[config.mk]
export PLATFORM = sky130hd
export DESIGN_NAME = bus_window_ctrl
export DESIGN_NICKNAME = d
export VERILOG_FILES = /design/src/rtl/bwc_pkg.sv /design/src/rtl/bwc_rst_sync.sv /design/src/rtl/bwc_win_decode.sv /design/src/rtl/bwc_slave_ctl.sv /design/src/rtl/bwc_buf_gate.sv /design/src/rtl/bus_window_ctrl.sv
export SDC_FILE = /design/constraint.sdc
export NUM_CORES = 1
export LEC_CHECK = 0
export ABC_AREA = 0
export BUFFER_PORTS_ARGS = -buffer_cell sky130_fd_sc_hd__buf_2
export CAP_MARGIN = 15
export CORE_MARGIN = 2
export CORE_UTILIZATION = 31
export DETAILED_ROUTE_END_ITERATION = 16
export PLACE_DENSITY = 0.73
export SYNTH_ARGS = -nofsm -noshare
export SYNTH_HDL_FRONTEND = slang
export SYNTH_SLANG_ARGS = --single-unit
export TNS_END_PERCENT = 50
[constraint.sdc]
create_clock -name clk -period 0.8 [get_ports clk]
set_clock_uncertainty 0.1 [all_clocks]
set_input_delay 0.04 -clock clk [delete_from_list [all_inputs] [get_ports clk]]
set_output_delay 0.04 -clock clk [all_outputs]
set_load 0.02 [all_outputs]
[src/rtl/bwc_pkg.sv]
package bwc_pkg;
  // per-slave control field layout inside the control word
  localparam int CTL_BITS  = 3;
  localparam int CTL_GRANT = 0;
  localparam int CTL_RUN   = 1;
  localparam int CTL_CLR   = 2;
  localparam int STAT_W    = 3;
  localparam logic [STAT_W-1:0] ST_HALT = 3'b011;
endpackage

[src/rtl/bwc_rst_sync.sv]
module bwc_rst_sync #(
  parameter int STAGES = 2
) (
  input  logic clk,
  input  logic rst_n,
  output logic rst_sync_n
);
  logic [STAGES-1:0] sh_q;

  always_ff @(posedge clk or negedge rst_n) begin
    if (!rst_n) sh_q <= '0;
    else        sh_q <= {sh_q[STAGES-2:0], 1'b1};
  end

  assign rst_sync_n = sh_q[STAGES-1];
endmodule

[src/rtl/bwc_win_decode.sv]
module bwc_win_decode #(
  parameter int ADDR_W     = 20,
  parameter int WIN_AW     = 16,
  parameter int RES_AW     = 12,
  parameter int NUM_SLV    = 2,
  parameter int FIRST_PAGE = 13
) (
  input  logic [ADDR_W-1:0]  addr,
  output logic [NUM_SLV-1:0] win_hit,
  output logic [NUM_SLV-1:0] res_hit
);
  localparam int PAGE_W = ADDR_W - WIN_AW;
  localparam logic [WIN_AW-1:0] RES_BASE = WIN_AW'((1 << WIN_AW) - (1 << RES_AW));

  logic [PAGE_W-1:0] page;
  logic [WIN_AW-1:0] offs;
  logic              in_res;

  assign page   = addr[ADDR_W-1:WIN_AW];
  assign offs   = addr[WIN_AW-1:0];
  assign in_res = (offs >= RES_BASE);

  for (genvar i = 0; i < NUM_SLV; i++) begin : g_win
    localparam logic [PAGE_W-1:0] MY_PAGE = PAGE_W'(FIRST_PAGE + i);
    assign win_hit[i] = (page == MY_PAGE);
    assign res_hit[i] = win_hit[i] & in_res;
  end
endmodule

[src/rtl/bwc_slave_ctl.sv]
module bwc_slave_ctl
  import bwc_pkg::*;
(
  input  logic              clk,
  input  logic              rst_n,
  input  logic              ctl_we,
  input  logic              grant_wr,
  input  logic              run_wr,
  input  logic              clr_wr,
  input  logic [STAT_W-1:0] status,
  output logic              grant,
  output logic              run,
  output logic              halted,
  output logic              irq
);
  logic grant_q, grant_d;
  logic run_q, run_d;
  logic halt_q, halt_d;
  logic irq_q, irq_d;
  logic halt_now, halt_edge, release_ev, clr_ev;

  always_comb begin
    halt_now   = (status == ST_HALT);
    halt_edge  = halt_now & ~halt_q;
    release_ev = ctl_we & run_wr & ~run_q;
    clr_ev     = (ctl_we & clr_wr) | release_ev;
    grant_d    = ctl_we ? grant_wr : grant_q;
    run_d      = ctl_we ? run_wr   : run_q;
    halt_d     = halt_now;
    irq_d      = halt_edge | (irq_q & ~clr_ev);
  end

  always_ff @(posedge clk or negedge rst_n) begin
    if (!rst_n) begin
      grant_q <= 1'b0;
      run_q   <= 1'b0;
      halt_q  <= 1'b0;
      irq_q   <= 1'b0;
    end else begin
      grant_q <= grant_d;
      run_q   <= run_d;
      halt_q  <= halt_d;
      irq_q   <= irq_d;
    end
  end

  assign grant  = grant_q;
  assign run    = run_q;
  assign halted = halt_q;
  assign irq    = irq_q;

  AST_IRQ_ON_HALT_EDGE: assert property (@(posedge clk) disable iff (!rst_n)
    (status == ST_HALT) && !halted |=> irq);
  AST_IRQ_RISE_NEEDS_HALT: assert property (@(posedge clk) disable iff (!rst_n)
    $rose(irq) |-> halted);
  AST_IRQ_STICKY: assert property (@(posedge clk) disable iff (!rst_n)
    irq && !ctl_we |=> irq);
  AST_RUN_LOADS: assert property (@(posedge clk) disable iff (!rst_n)
    ctl_we |=> run == $past(run_wr));
endmodule

[src/rtl/bwc_buf_gate.sv]
module bwc_buf_gate #(
  parameter int NUM_SLV = 2
) (
  input  logic               clk,
  input  logic               rst_n,
  input  logic [NUM_SLV-1:0] win_hit,
  input  logic               host_rd,
  input  logic               host_wr,
  input  logic [NUM_SLV-1:0] grant,
  input  logic [NUM_SLV-1:0] run,
  input  logic [NUM_SLV-1:0] halted,
  output logic [NUM_SLV-1:0] buf_en,
  output logic [NUM_SLV-1:0] buf_dir
);
  logic one_strobe;
  assign one_strobe = host_rd ^ host_wr;

  for (genvar i = 0; i < NUM_SLV; i++) begin : g_gate
    logic quiet;
    assign quiet      = ~run[i] | halted[i];
    assign buf_en[i]  = win_hit[i] & one_strobe & grant[i] & quiet;
    assign buf_dir[i] = buf_en[i] & host_wr;

    AST_EN_NEEDS_GRANT: assert property (@(posedge clk) disable iff (!rst_n)
      buf_en[i] |-> grant[i] && win_hit[i] && (host_rd != host_wr));
    AST_NO_DUAL_DRIVE: assert property (@(posedge clk) disable iff (!rst_n)
      buf_en[i] |-> (!run[i] || halted[i]));
    AST_DIR_ON_WRITE: assert property (@(posedge clk) disable iff (!rst_n)
      buf_en[i] && host_wr |-> buf_dir[i]);
    AST_DIR_IDLE_LOW: assert property (@(posedge clk) disable iff (!rst_n)
      !buf_en[i] |-> !buf_dir[i]);
  end
endmodule

[src/rtl/bus_window_ctrl.sv]
module bus_window_ctrl
  import bwc_pkg::*;
#(
  parameter int ADDR_W     = 20,
  parameter int WIN_AW     = 16,
  parameter int RES_AW     = 12,
  parameter int NUM_SLV    = 2,
  parameter int FIRST_PAGE = 13,
  localparam int CTL_W     = CTL_BITS * NUM_SLV,
  localparam int ST_W      = STAT_W * NUM_SLV
) (
  input  logic               clk,
  input  logic               rst_n,
  input  logic [ADDR_W-1:0]  host_addr,
  input  logic               host_rd,
  input  logic               host_wr,
  input  logic               ctl_we,
  input  logic [CTL_W-1:0]   ctl_wdata,
  input  logic [ST_W-1:0]    slv_status,
  output logic [NUM_SLV-1:0] buf_en,
  output logic [NUM_SLV-1:0] buf_dir,
  output logic [NUM_SLV-1:0] res_hit,
  output logic [NUM_SLV-1:0] slv_reset_n,
  output logic [NUM_SLV-1:0] host_irq
);
  logic               rst_i_n;
  logic [NUM_SLV-1:0] win_hit;
  logic [NUM_SLV-1:0] grant, run, halted;

  bwc_rst_sync #(.STAGES(2)) u_rst (
    .clk(clk), .rst_n(rst_n), .rst_sync_n(rst_i_n)
  );

  bwc_win_decode #(
    .ADDR_W(ADDR_W), .WIN_AW(WIN_AW), .RES_AW(RES_AW),
    .NUM_SLV(NUM_SLV), .FIRST_PAGE(FIRST_PAGE)
  ) u_dec (
    .addr(host_addr), .win_hit(win_hit), .res_hit(res_hit)
  );

  for (genvar i = 0; i < NUM_SLV; i++) begin : g_slv
    bwc_slave_ctl u_ctl (
      .clk      (clk),
      .rst_n    (rst_i_n),
      .ctl_we   (ctl_we),
      .grant_wr (ctl_wdata[CTL_BITS*i + CTL_GRANT]),
      .run_wr   (ctl_wdata[CTL_BITS*i + CTL_RUN]),
      .clr_wr   (ctl_wdata[CTL_BITS*i + CTL_CLR]),
      .status   (slv_status[STAT_W*i +: STAT_W]),
      .grant    (grant[i]),
      .run      (run[i]),
      .halted   (halted[i]),
      .irq      (host_irq[i])
    );
    assign slv_reset_n[i] = run[i];
  end

  bwc_buf_gate #(.NUM_SLV(NUM_SLV)) u_gate (
    .clk(clk), .rst_n(rst_i_n), .win_hit(win_hit),
    .host_rd(host_rd), .host_wr(host_wr),
    .grant(grant), .run(run), .halted(halted),
    .buf_en(buf_en), .buf_dir(buf_dir)
  );

  AST_ONE_WINDOW: assert property (@(posedge clk) disable iff (!rst_i_n)
    $onehot0(win_hit));
  AST_RESULT_IN_WINDOW: assert property (@(posedge clk) disable iff (!rst_i_n)
    $countones(res_hit & ~win_hit) == 0);
  AST_RESET_IDLE: assert property (@(posedge clk)
    !rst_i_n |=> (host_irq == '0) && (slv_reset_n == '0));
endmodule

==> reports/results.tsv, run 1 <==
stage	metric	value	unit
clock_network	Hold-fix buffers, CTS	7	
global_route	pin count of the biggest net entering global routing	11	
floorplanning	Rows	14	
clock_network	Num Clock Sinks	10	
cells_and_area	ant diodes	0	
sta	final hold slack	-0.0763	ns
synthesis	Synth cell types	18	
synthesis	Post-Syn Area per Cell	10.4	µm²
floorplanning	Die Height	43.8	µm
cells_and_area	Filler cells	116	
setup_path	CP Launch Type	flop	
power	Leakage	0.469	nW
sta	Fmax achieved	810	MHz
synthesis	Yosys top cell area share	51.0	%
synthesis	top post-synthesis cells by count	dfrtp_1 (10), buf_4 (4), nand2_1 (4), nor2_1 (4), nor4_1 (4)	
global_route	vias in the first global route	491	
global_route	GRT overflow	0	
synthesis	number of synthesized register bits	10	
route	WL per Instance	10.2	µm
synthesis	post-synth net total	84	
route	Iter 0 DRT Violations	4	
power	worst vdd ir	0.000842	V
synthesis	prevailing post-synth register cell	dfrtp_1	
clock_network	Clock Latency Late Sink	0.26	ns
cells_and_area	Util after Layout	64.3	%
sta	Tcrit/Tclk final	154	%
setup_path	crit-path max FO	2	
synthesis	Async S/R FF share, synth	100	%
synthesis	Syn Std Cell Area	490	µm²
sta	setup TNS	-3.66	ns
clock_network	CTS tree	yes	
global_route	initial antenna violation count	0	
route	total vias in the final route	530	
synthesis	Post-synth EDFFs	0	
sta	fin worst setup slack	-0.434	ns
sta	Slew Limit Fails	0	
place	GP Congestion	0.683	
power	PwrDens	1340	mW/mm²
global_route	total global-route track usage	13.4	%
setup_path	slowest CP cell	dfrtp_1	
setup_path	Critical Path End Type	primary output	
cells_and_area	synthesis-to-layout area growth	95.2	%
sta	Hold Vio Cnt, Final	6	
synthesis	area leader, netlist	dfrtp_1	
cells_and_area	layout cell share with drive strength beyond 1	64.6	%
setup_path	worst setup path startpoint	g_slv[1].u_ctl.run$_DFFE_PN0P_	
setup_path	CP peak stage delay	0.40	ns
status	status	complete, but fails checks	
route	Routed Wire Length	1150	µm
synthesis	Area contributors post-synth	dfrtp_1 (51%), buf_4 (6.1%), nor4_1 (5.1%), mux2_2 (4.6%), a21bo_2 (4.1%)	
route	Vias/cell	4.73	
route	router iterations before antenna repair	3	
place	placed insts	99	
sta	minimum clock period	1.23	ns
floorplanning	Ports	47	
floorplanning	area of the core	0.00149	mm²
clock_network	clock root buffer	clkbuf_4	
clock_network	CTS Buf Count	3	
synthesis	Cells after Synth	47	
clock_network	clock-pin slew on the worst setup and hold paths	0.06	ns
synthesis	Warnings, synthesis	0	
route	DRC	0	
clock_network	clk buf depth	2	
min_path	Worst Hold Launch	ctl_wdata[1]	
global_route	first-pass GRT wire length	1930	µm
place	post-DP HPWL	859	µm
setup_path	critical path class	flop to primary output	
sta	RSZ-0062 raised after global routing	yes	
synthesis	Seq/Total Area, Yosys	51.0	%
cells_and_area	non-filler cells, final	112	
setup_path	Data arrival, critical path	1.09	ns
synthesis	most numerous cell in the Yosys netlist	dfrtp_1	
sta	Final Setup Violations	16	
setup_path	worst reg2reg startpoint	g_slv[1].u_ctl.grant$_DFFE_PN0P_	
floorplanning	Starting Density	32.9	%
floorplanning	Die W	43.8	µm
min_path	Hold WC Path Type	primary input to flop	
clock_network	H-tree Lvls	1	
power	post-route total power	1.28	mW
floorplanning	die area	0.00192	mm²
cells_and_area	Final #Nets	135	
setup_path	Worst EP required	0.66	ns
place	number of port buffers	34	
flow_run	# Max-Cap Violations	0	
setup_path	CP cell instances	nor2b_4 > nor4_4 > buf_4	
status	failing checks	negative hold slack, negative setup slack	
route	Antenna Violating Nets Remaining	0	
[worst max-delay path, delay by kind of cell (launching register included)]
kind          cells  cell delay, ns
simple gates      2            0.27
buf+inv           1            0.17
flops             1            0.40
[metal layers]
layer	vias up	GRT usage, %	routed length [µm]	share of wire (%)
met5	-	0	0	0
met4	0	7.27	8	0.70
met3	2	2.92	100	8.7
met2	23	21.5	563	49
met1	244	16.6	473	41
li1	261	-	-	-
[cells in the final DEF, fill, tap and decap left out, drive strengths merged]
| cell | count |
|---|---|
| o21ai | 2 |
| o32ai | 2 |
| mux2 | 2 |
| buf | 44 |
| xnor2 | 1 |
| nand4 | 1 |
| conb | 1 |
| nor4 | 4 |
| inv | 2 |
| nand4b | 2 |
| nor2 | 4 |
| dfrtp | 10 |
| and3b | 2 |
| clkbuf | 3 |
| nand2b | 1 |
| nand2 | 4 |
| nor2b | 2 |
| a21bo | 2 |
| dlygate4sd3 | 7 |
[area by class of cell]
cell class                 count  area, µm²  share of cell area [%]
sequential                    10        250                    26.1
tap                           16       20.0                    2.09
inverter                       2       7.51                   0.784
multi-input combinational     30        288                    30.1
timing repair buffer          51        369                    38.6
clock buffer                   3       22.5                    2.35
[flip-flops by register name, indices dropped and copies added, names as in the netlist]
signal              flops
g_slv.u_ctl.grant       2
u_rst.sh_q              2
g_slv.u_ctl.irq         2
g_slv.u_ctl.run         2
g_slv.u_ctl.halted      2
[kinds of logic (layout without fill, tap and decap cells)]
kind of cell	count (synthesis)	in the layout	share of synthesized area, %
compound gates	6	6	9.69
flops	10	10	51.0
simple gates	20	20	23.5
other cells	1	1	0.765
buf+inv	7	56	8.67
xor+xnor	1	1	1.79
mux	2	2	4.59
[worst paths after layout]
kind / cells after the start / endpoint / slack [ns]
worst max register to register: 5 / g_slv[1].u_ctl.grant$_DFFE_PN0P_ / -0.21
max in group asynchronous: 0 / g_slv[1].u_ctl.run$_DFFE_PN0P_ / 0.34
worst min register to register: 0 / g_slv[0].u_ctl.grant$_DFFE_PN0P_ / 0.03
worst max-delay path: 3 / buf_dir[1] / -0.43
min in group asynchronous: 2 / u_rst.sh_q[1]$_DFF_PN0_ / -0.02
worst min-delay path: 2 / g_slv[0].u_ctl.run$_DFFE_PN0P_ / -0.08
[stage by stage]
step                cell area (µm²)  setup slack, ns
global route                    957           -0.511
global placement                758           -0.272
floorplan                       551           -0.164
finish                          957           -0.434
detailed placement              758           -0.313
CTS                             923           -0.436
[report_power, final]
group	switching [mW]	internal [mW]	leakage (nW)
clock network	0.152	0.173	0.0138
logic	0.165	0.220	0.331
registers	0.0274	0.546	0.124
[what timing repair did]
| action | in CTS | in global routing |
|---|---|---|
| gates cloned | 0 | 0 |
| hold endpoints to repair | 10 | 6 |
| buffers inserted | 3 | 1 |
| resized for setup | 18 | 11 |
| setup endpoints to repair | 16 | 16 |
| pin swaps | 0 | 4 |
Note: power is estimated with default switching activity, not from simulation.
==> run 2: changes to the inputs <==
--- a/config.mk
+++ b/config.mk
@@ -8,10 +8,12 @@
 export ABC_AREA = 0
 export BUFFER_PORTS_ARGS = -buffer_cell sky130_fd_sc_hd__buf_2
 export CAP_MARGIN = 15
+export CELL_PAD_IN_SITES_DETAIL_PLACEMENT = 1
+export CELL_PAD_IN_SITES_GLOBAL_PLACEMENT = 1
 export CORE_MARGIN = 2
-export CORE_UTILIZATION = 31
+export CORE_UTILIZATION = 21
 export DETAILED_ROUTE_END_ITERATION = 16
-export PLACE_DENSITY = 0.73
+export PLACE_DENSITY_LB_ADDON = 0.1
 export SYNTH_ARGS = -nofsm -noshare
 export SYNTH_HDL_FRONTEND = slang
 export SYNTH_SLANG_ARGS = --single-unit
==> reports/results.tsv, run 2 (synthesized netlist as in run 1, its figures left out) <==
stage	metric	value	unit	change
setup_path	worst reg2reg startpoint	g_slv[0].u_ctl.run$_DFFE_PN0P_		
clock_network	Hold-fix buffers, CTS	7		unchanged
setup_path	Critical Path End Type	primary output		
place	DP Area	781	µm²	+3.0%
cells_and_area	Final #Nets	135		unchanged
cells_and_area	post-route design area	980	µm²	+2.4%
route	WL per Instance	12.4	µm	+21%
sta	minimum clock period	1.25	ns	+0.0168 ns
setup_path	crit-path max FO	2		unchanged
cells_and_area	commonest non-fill, non-tap cell in the layout	buf_2		
sta	max_slew headroom	66.0	%	
clock_network	Clock Latency Late Sink	0.27	ns	about the same
sta	Fmax achieved	800	MHz	-1.3%
setup_path	critical path class	flop to primary output		
global_route	first-pass GRT wire length	2460	µm	+28%
setup_path	worst r2r path cells	4		-1
clock_network	CTS tree	yes		
floorplanning	Die W	52.3	µm	+20%
power	worst vdd ir	0.000985	V	+17%
floorplanning	die area	0.00274	mm²	+43%
power	Comb pwr share	26.2	%	-3.8 points
route	Routed Wire Length	1550	µm	+35%
sta	RSZ-0062 raised after global routing	yes		
global_route	GRT overflow	0		unchanged
cells_and_area	layout cell share with drive strength beyond 1	62.9	%	-1.7 points
min_path	hold depth	2		unchanged
place	Setup Slack @ Placement	-0.329	ns	-0.0163 ns
route	total vias in the final route	536		+1.1%
sta	Hold Vio Cnt, Final	6		unchanged
sta	Tcrit/Tclk final	156	%	+2.1 points
clock_network	H-tree Lvls	1		unchanged
global_route	total global-route track usage	12.3	%	-1.0 points
setup_path	Data arrival, critical path	1.11	ns	+0.02 ns
setup_path	CP cell instances	nor2b_4 > nor4_4 > buf_4		
place	number of port buffers	34		unchanged
power	PwrDens	1430	mW/mm²	+6.5%
route	DRC	0		unchanged
route	router iterations before antenna repair	2		-1
setup_path	CP Launch Type	flop		
floorplanning	area of the core	0.00221	mm²	+49%
setup_path	worst setup path startpoint	g_slv[0].u_ctl.run$_DFFE_PN0P_		
setup_path	R2R setup slack	-0.34	ns	-0.13 ns
sta	final hold slack	-0.0871	ns	-0.0108 ns
floorplanning	Die Height	52.3	µm	+20%
min_path	Hold Path End	g_slv[1].u_ctl.run$_DFFE_PN0P_		
global_route	pin count of the biggest net entering global routing	9		-2
floorplanning	Ports	47		unchanged
clock_network	CTS Buf Count	3		unchanged
route	Iter 0 DRT Violations	1		-3
floorplanning	Starting Density	22.2	%	-11 points
cells_and_area	synthesis-to-layout area growth	99.7	%	
cells_and_area	Util after Layout	44.3	%	-20 points
global_route	initial antenna violation count	0		unchanged
min_path	Hold WC Path Type	primary input to flop		
sta	Final Setup Violations	14		-2
min_path	Worst Hold Launch	ctl_wdata[4]		
place	GP Congestion	0.612		-10%
sta	worst-margin pin slew	0.506	ns	
setup_path	CP peak stage delay	0.39	ns	about the same
status	failing checks	negative hold slack, negative setup slack		
route	Antenna Violating Nets Remaining	0		unchanged
cells_and_area	ant diodes	0		unchanged
sta	fin worst setup slack	-0.451	ns	-0.0168 ns
floorplanning	Rows	17		+3
cells_and_area	commonest non-fill, non-tap cells in the layout	buf_2 (25), buf_4 (11), dfrtp_1 (10)		
power	Sw Pwr	375	µW	+8.8%
clock_network	Num Clock Sinks	10		unchanged
global_route	vias in the first global route	537		+9.4%
sta	Slew Limit Fails	0		unchanged
clock_network	clock-pin slew on the worst setup and hold paths	0.07	ns	about the same
power	clock power share	32.8	%	+7.5 points
clock_network	clock root buffer	clkbuf_4		
setup_path	worst reg2reg endpoint	g_slv[0].u_ctl.irq$_DFF_PN0_		
power	Leakage	0.477	nW	+1.8%
power	Flop pwr share	41.0	%	-3.7 points
power	switching share of total power	26.8	%	-0.046 points
flow_run	# Max-Cap Violations	0		unchanged
clock_network	clk buf depth	2		unchanged
setup_path	slowest CP cell	dfrtp_1		
status	status	complete, but fails checks		
place	post-DP HPWL	1070	µm	+24%
power	Internal	1.02	mW	+9.1%
setup_path	Worst EP required	0.66	ns	about the same
route	Vias/cell	4.29		-9.4%
## run 2: power groups by stage
stage | Clock [mW] | Combinational, mW | Sequential [mW]
floorplan | 0 | 0.181 | 0.575
global placement | 0 | 0.284 | 0.577
detailed placement | 0 | 0.286 | 0.578
CTS | 0.477 | 0.349 | 0.574
global route | 0.498 | 0.396 | 0.580
finish | 0.460 | 0.366 | 0.573
## run 2: how the worst max path moves through the flow
stage	to	slack (ns)
global route	buf_en[0]	-0.52
detailed placement	buf_dir[0]	-0.33
CTS	buf_dir[0]	-0.47
global placement	buf_en[0]	-0.28
floorplan	buf_dir[0]	-0.16
finish	buf_dir[0]	-0.45
## run 2: what timing repair did
| item | 4_1_cts | 5_1_grt |
|---|---|---|
| resized for setup | 22 | 4 |
| pin swaps | 1 | 2 |
| buffers inserted | 2 | 1 |
| setup endpoints to repair | 16 | 17 |
| endpoints found under the hold margin | 10 | 6 |
## run 2: layer usage
metal,GRT usage [%],wire [µm]
met2,23.1,858
met1,13.6,588
met3,3.43,87
met4,2.56,14
met5,0,0
## run 2: cell type report
class | instances | area, µm²
tap | 28 | 35.0
timing repair buffer | 51 | 370
sequential | 10 | 250
fill | 261 | 1230
multi-input combinational | 30 | 280
clock buffer | 4 | 36.3
inverter | 2 | 7.51
## run 2: critical path: cells and delay by family (launching register included)
kind / cells / cell delay, ns
flops: 1 / 0.39
buf+inv: 1 / 0.18
simple gates: 2 / 0.28
## run 2: stage by stage
stage / total power, mW / instances / hold WS, ns / setup TNS, ns
3_3_place_gp: 0.861 / 112 / -0.274 / -2.13
3_5_place_dp: 0.864 / 112 / -0.270 / -2.30
4_1_cts: 1.40 / 124 / -0.0910 / -3.71
2_1_floorplan: 0.756 / 47 / -0.356 / -0.899
6_report: 1.40 / 125 / -0.0871 / -3.80
5_1_grt: 1.47 / 125 / -0.0894 / -4.44
==> run 3: changes to the inputs <==
--- a/config.mk
+++ b/config.mk
@@ -6,7 +6,7 @@
 export NUM_CORES = 1
 export LEC_CHECK = 0
 export ABC_AREA = 0
-export BUFFER_PORTS_ARGS = -buffer_cell sky130_fd_sc_hd__buf_2
+export BUFFER_PORTS_ARGS = -buffer_cell sky130_fd_sc_hd__clkbuf_2
 export CAP_MARGIN = 15
 export CELL_PAD_IN_SITES_DETAIL_PLACEMENT = 1
 export CELL_PAD_IN_SITES_GLOBAL_PLACEMENT = 1
==> reports/results.tsv, run 3 (synthesized netlist as in run 1, its figures left out) <==
stage	metric	value	unit	change
sta	final hold slack	-0.0738	ns	+0.0133 ns
floorplanning	Ports	47		unchanged
power	clock power share	30.9	%	-1.9 points
clock_network	clock root buffer	clkbuf_4		
route	router iterations before antenna repair	2		unchanged
power	Leakage	0.497	nW	+4.2%
clock_network	H-tree Lvls	1		unchanged
cells_and_area	commonest non-fill, non-tap cell in the layout	clkbuf_2		
place	DP Area	788	µm²	+0.96%
global_route	pin count of the biggest net entering global routing	9		unchanged
power	PwrDens	1380	mW/mm²	-3.3%
sta	setup TNS	-3.60	ns	+0.201 ns
cells_and_area	non-filler cells, final	126		+0.80%
place	placed insts	113		+0.89%
cells_and_area	synthesis-to-layout area growth	111	%	
sta	Slew Limit Fails	0		unchanged
clock_network	Clock Latency Late Sink	0.26	ns	about the same
power	Internal	1.06	mW	+3.4%
clock_network	clk buf depth	2		unchanged
route	Antenna Violating Nets Remaining	0		unchanged
route	Vias/cell	4.33		+0.87%
cells_and_area	layout cell share with drive strength beyond 1	66.3	%	+3.4 points
power	post-route total power	1.43	mW	+2.2%
place	post-DP HPWL	1140	µm	+6.4%
clock_network	CTS Buf Count	3		unchanged
cells_and_area	commonest non-fill, non-tap cells in the layout	clkbuf_2 (24), dfrtp_1 (10), buf_4 (8), buf_6 (8), dlygate4sd3_1 (7)		
global_route	initial antenna violation count	0		unchanged
global_route	first-pass GRT wire length	2480	µm	+1.1%
sta	worst-margin pin slew	0.493	ns	-0.0129 ns
floorplanning	Die W	52.3	µm	unchanged
power	Flop pwr share	40.1	%	-0.9 points
route	DRC	0		unchanged
place	number of port buffers	34		unchanged
clock_network	Hold-fix buffers, CTS	7		unchanged
place	Setup Slack @ Placement	-0.327	ns	+0.00187 ns
global_route	vias in the first global route	569		+6.0%
status	failing checks	negative hold slack, negative setup slack		
floorplanning	Die Height	52.3	µm	unchanged
power	worst vdd ir	0.00130	V	+32%
cells_and_area	post-route design area	0.00104	mm²	+5.7%
sta	fin worst setup slack	-0.464	ns	-0.0133 ns
status	status	complete, but fails checks		
sta	RSZ-0062 raised after global routing	yes		
setup_path	worst path bufs/invs	1		unchanged
setup_path	CP Launch Type	flop		
setup_path	Worst EP required	0.66	ns	about the same
setup_path	slowest CP cell	dfrtp_1		
cells_and_area	Util after Layout	46.8	%	+2.5 points
power	Sw Pwr	371	µW	-0.89%
clock_network	Num Clock Sinks	10		unchanged
setup_path	CP cell instances	nor2b_4 > nor4_4 > clkbuf_8		
sta	max_slew headroom	66.9	%	+0.87 points
sta	Final Setup Violations	14		unchanged
sta	minimum clock period	1.26	ns	+0.0133 ns
global_route	GRT overflow	0		unchanged
flow_run	# Max-Cap Violations	0		unchanged
clock_network	clock-pin slew on the worst setup and hold paths	0.07	ns	about the same
sta	Tcrit/Tclk final	158	%	+1.7 points
floorplanning	area of the core	0.00221	mm²	unchanged
sta	Fmax achieved	791	MHz	-1.1%
setup_path	CP top delay family	flip-flops		
min_path	Hold WC Path Type	primary input to flop		
setup_path	critical path class	flop to primary output		
power	switching share of total power	26.0	%	-0.82 points
sta	Hold Vio Cnt, Final	6		unchanged
floorplanning	Rows	17		unchanged
place	GP Congestion	0.623		+1.8%
cells_and_area	ant diodes	0		unchanged
cells_and_area	Final #Nets	136		+0.74%
power	Comb pwr share	29.0	%	+2.8 points
floorplanning	Starting Density	22.2	%	unchanged
floorplanning	die area	0.00274	mm²	unchanged
route	WL per Instance	12.1	µm	-2.5%
route	total vias in the final route	545		+1.7%
setup_path	crit-path max FO	2		unchanged
global_route	total global-route track usage	12.6	%	+0.28 points
route	Routed Wire Length	1520	µm	-1.7%
route	Iter 0 DRT Violations	4		+3
clock_network	CTS tree	yes		
setup_path	Data arrival, critical path	1.12	ns	about the same
setup_path	Critical Path End Type	primary output		
setup_path	CP peak stage delay	0.39	ns	about the same
==> run 3: layout make-up <==
| cell class | instances | area [µm²] |
|---|---|---|
| Clock buffer | 4 | 36.3 |
| Inverter | 2 | 7.51 |
| Sequential cell | 10 | 250 |
| Tap cell | 28 | 35.0 |
| Fill cell | 257 | 1180 |
| Multi-Input combinational cell | 30 | 303 |
| Timing Repair Buffer | 52 | 404 |
==> run 3: worst paths after layout <==
kind	from	to	slack [ns]	depth (start not counted)
min	ctl_wdata[4]	g_slv[1].u_ctl.run$_DFFE_PN0P_	-0.07	2
max	g_slv[1].u_ctl.run$_DFFE_PN0P_	buf_dir[1]	-0.46	3
max reg2reg	g_slv[0].u_ctl.run$_DFFE_PN0P_	g_slv[0].u_ctl.irq$_DFF_PN0_	-0.23	3
min reg2reg	u_rst.sh_q[1]$_DFF_PN0_	g_slv[0].u_ctl.irq$_DFF_PN0_	0.02	0
min in group asynchronous	rst_n	u_rst.sh_q[0]$_DFF_PN0_	-0.01	2
max in group asynchronous	u_rst.sh_q[1]$_DFF_PN0_	g_slv[0].u_ctl.grant$_DFFE_PN0P_	0.34	0
==> run 3: what timing repair did <==
action                                  4_1_cts  5_1_grt
resized for setup                            23       21
gates cloned                                  0        0
endpoints found under the setup margin       16       16
pin swaps                                     2        3
setup buffers                                 4        2
endpoints found under the hold margin        10        6
==> run 3: worst register-to-register path: cells and delay by family (launching register included) <==
| family | cells | cell delay (ns) |
|---|---|---|
| AOI/OAI and AO/OA | 1 | 0.08 |
| buffers and inverters | 1 | 0.13 |
| DFF | 1 | 0.39 |
| and+or+nand+nor | 1 | 0.22 |
==> run 3: layer usage <==
| metal | GRT usage [%] | vias up | part of all wire (%) |
|---|---|---|---|
| li1 | - | 266 | - |
| met1 | 12.9 | 265 | 34 |
| met5 | 0 | - | 0 |
| met2 | 23.5 | 14 | 60 |
| met4 | 5.13 | 0 | 0 |
| met3 | 3.71 | 0 | 5.3 |
==> run 3: power groups by stage <==
stage	sequential, mW	clock [mW]	combinational, mW
4_1_cts	0.573	0.460	0.381
5_1_grt	0.582	0.499	0.446
3_5_place_dp	0.579	0	0.295
6_report	0.574	0.442	0.414
2_1_floorplan	0.575	0	0.181
3_3_place_gp	0.578	0	0.292
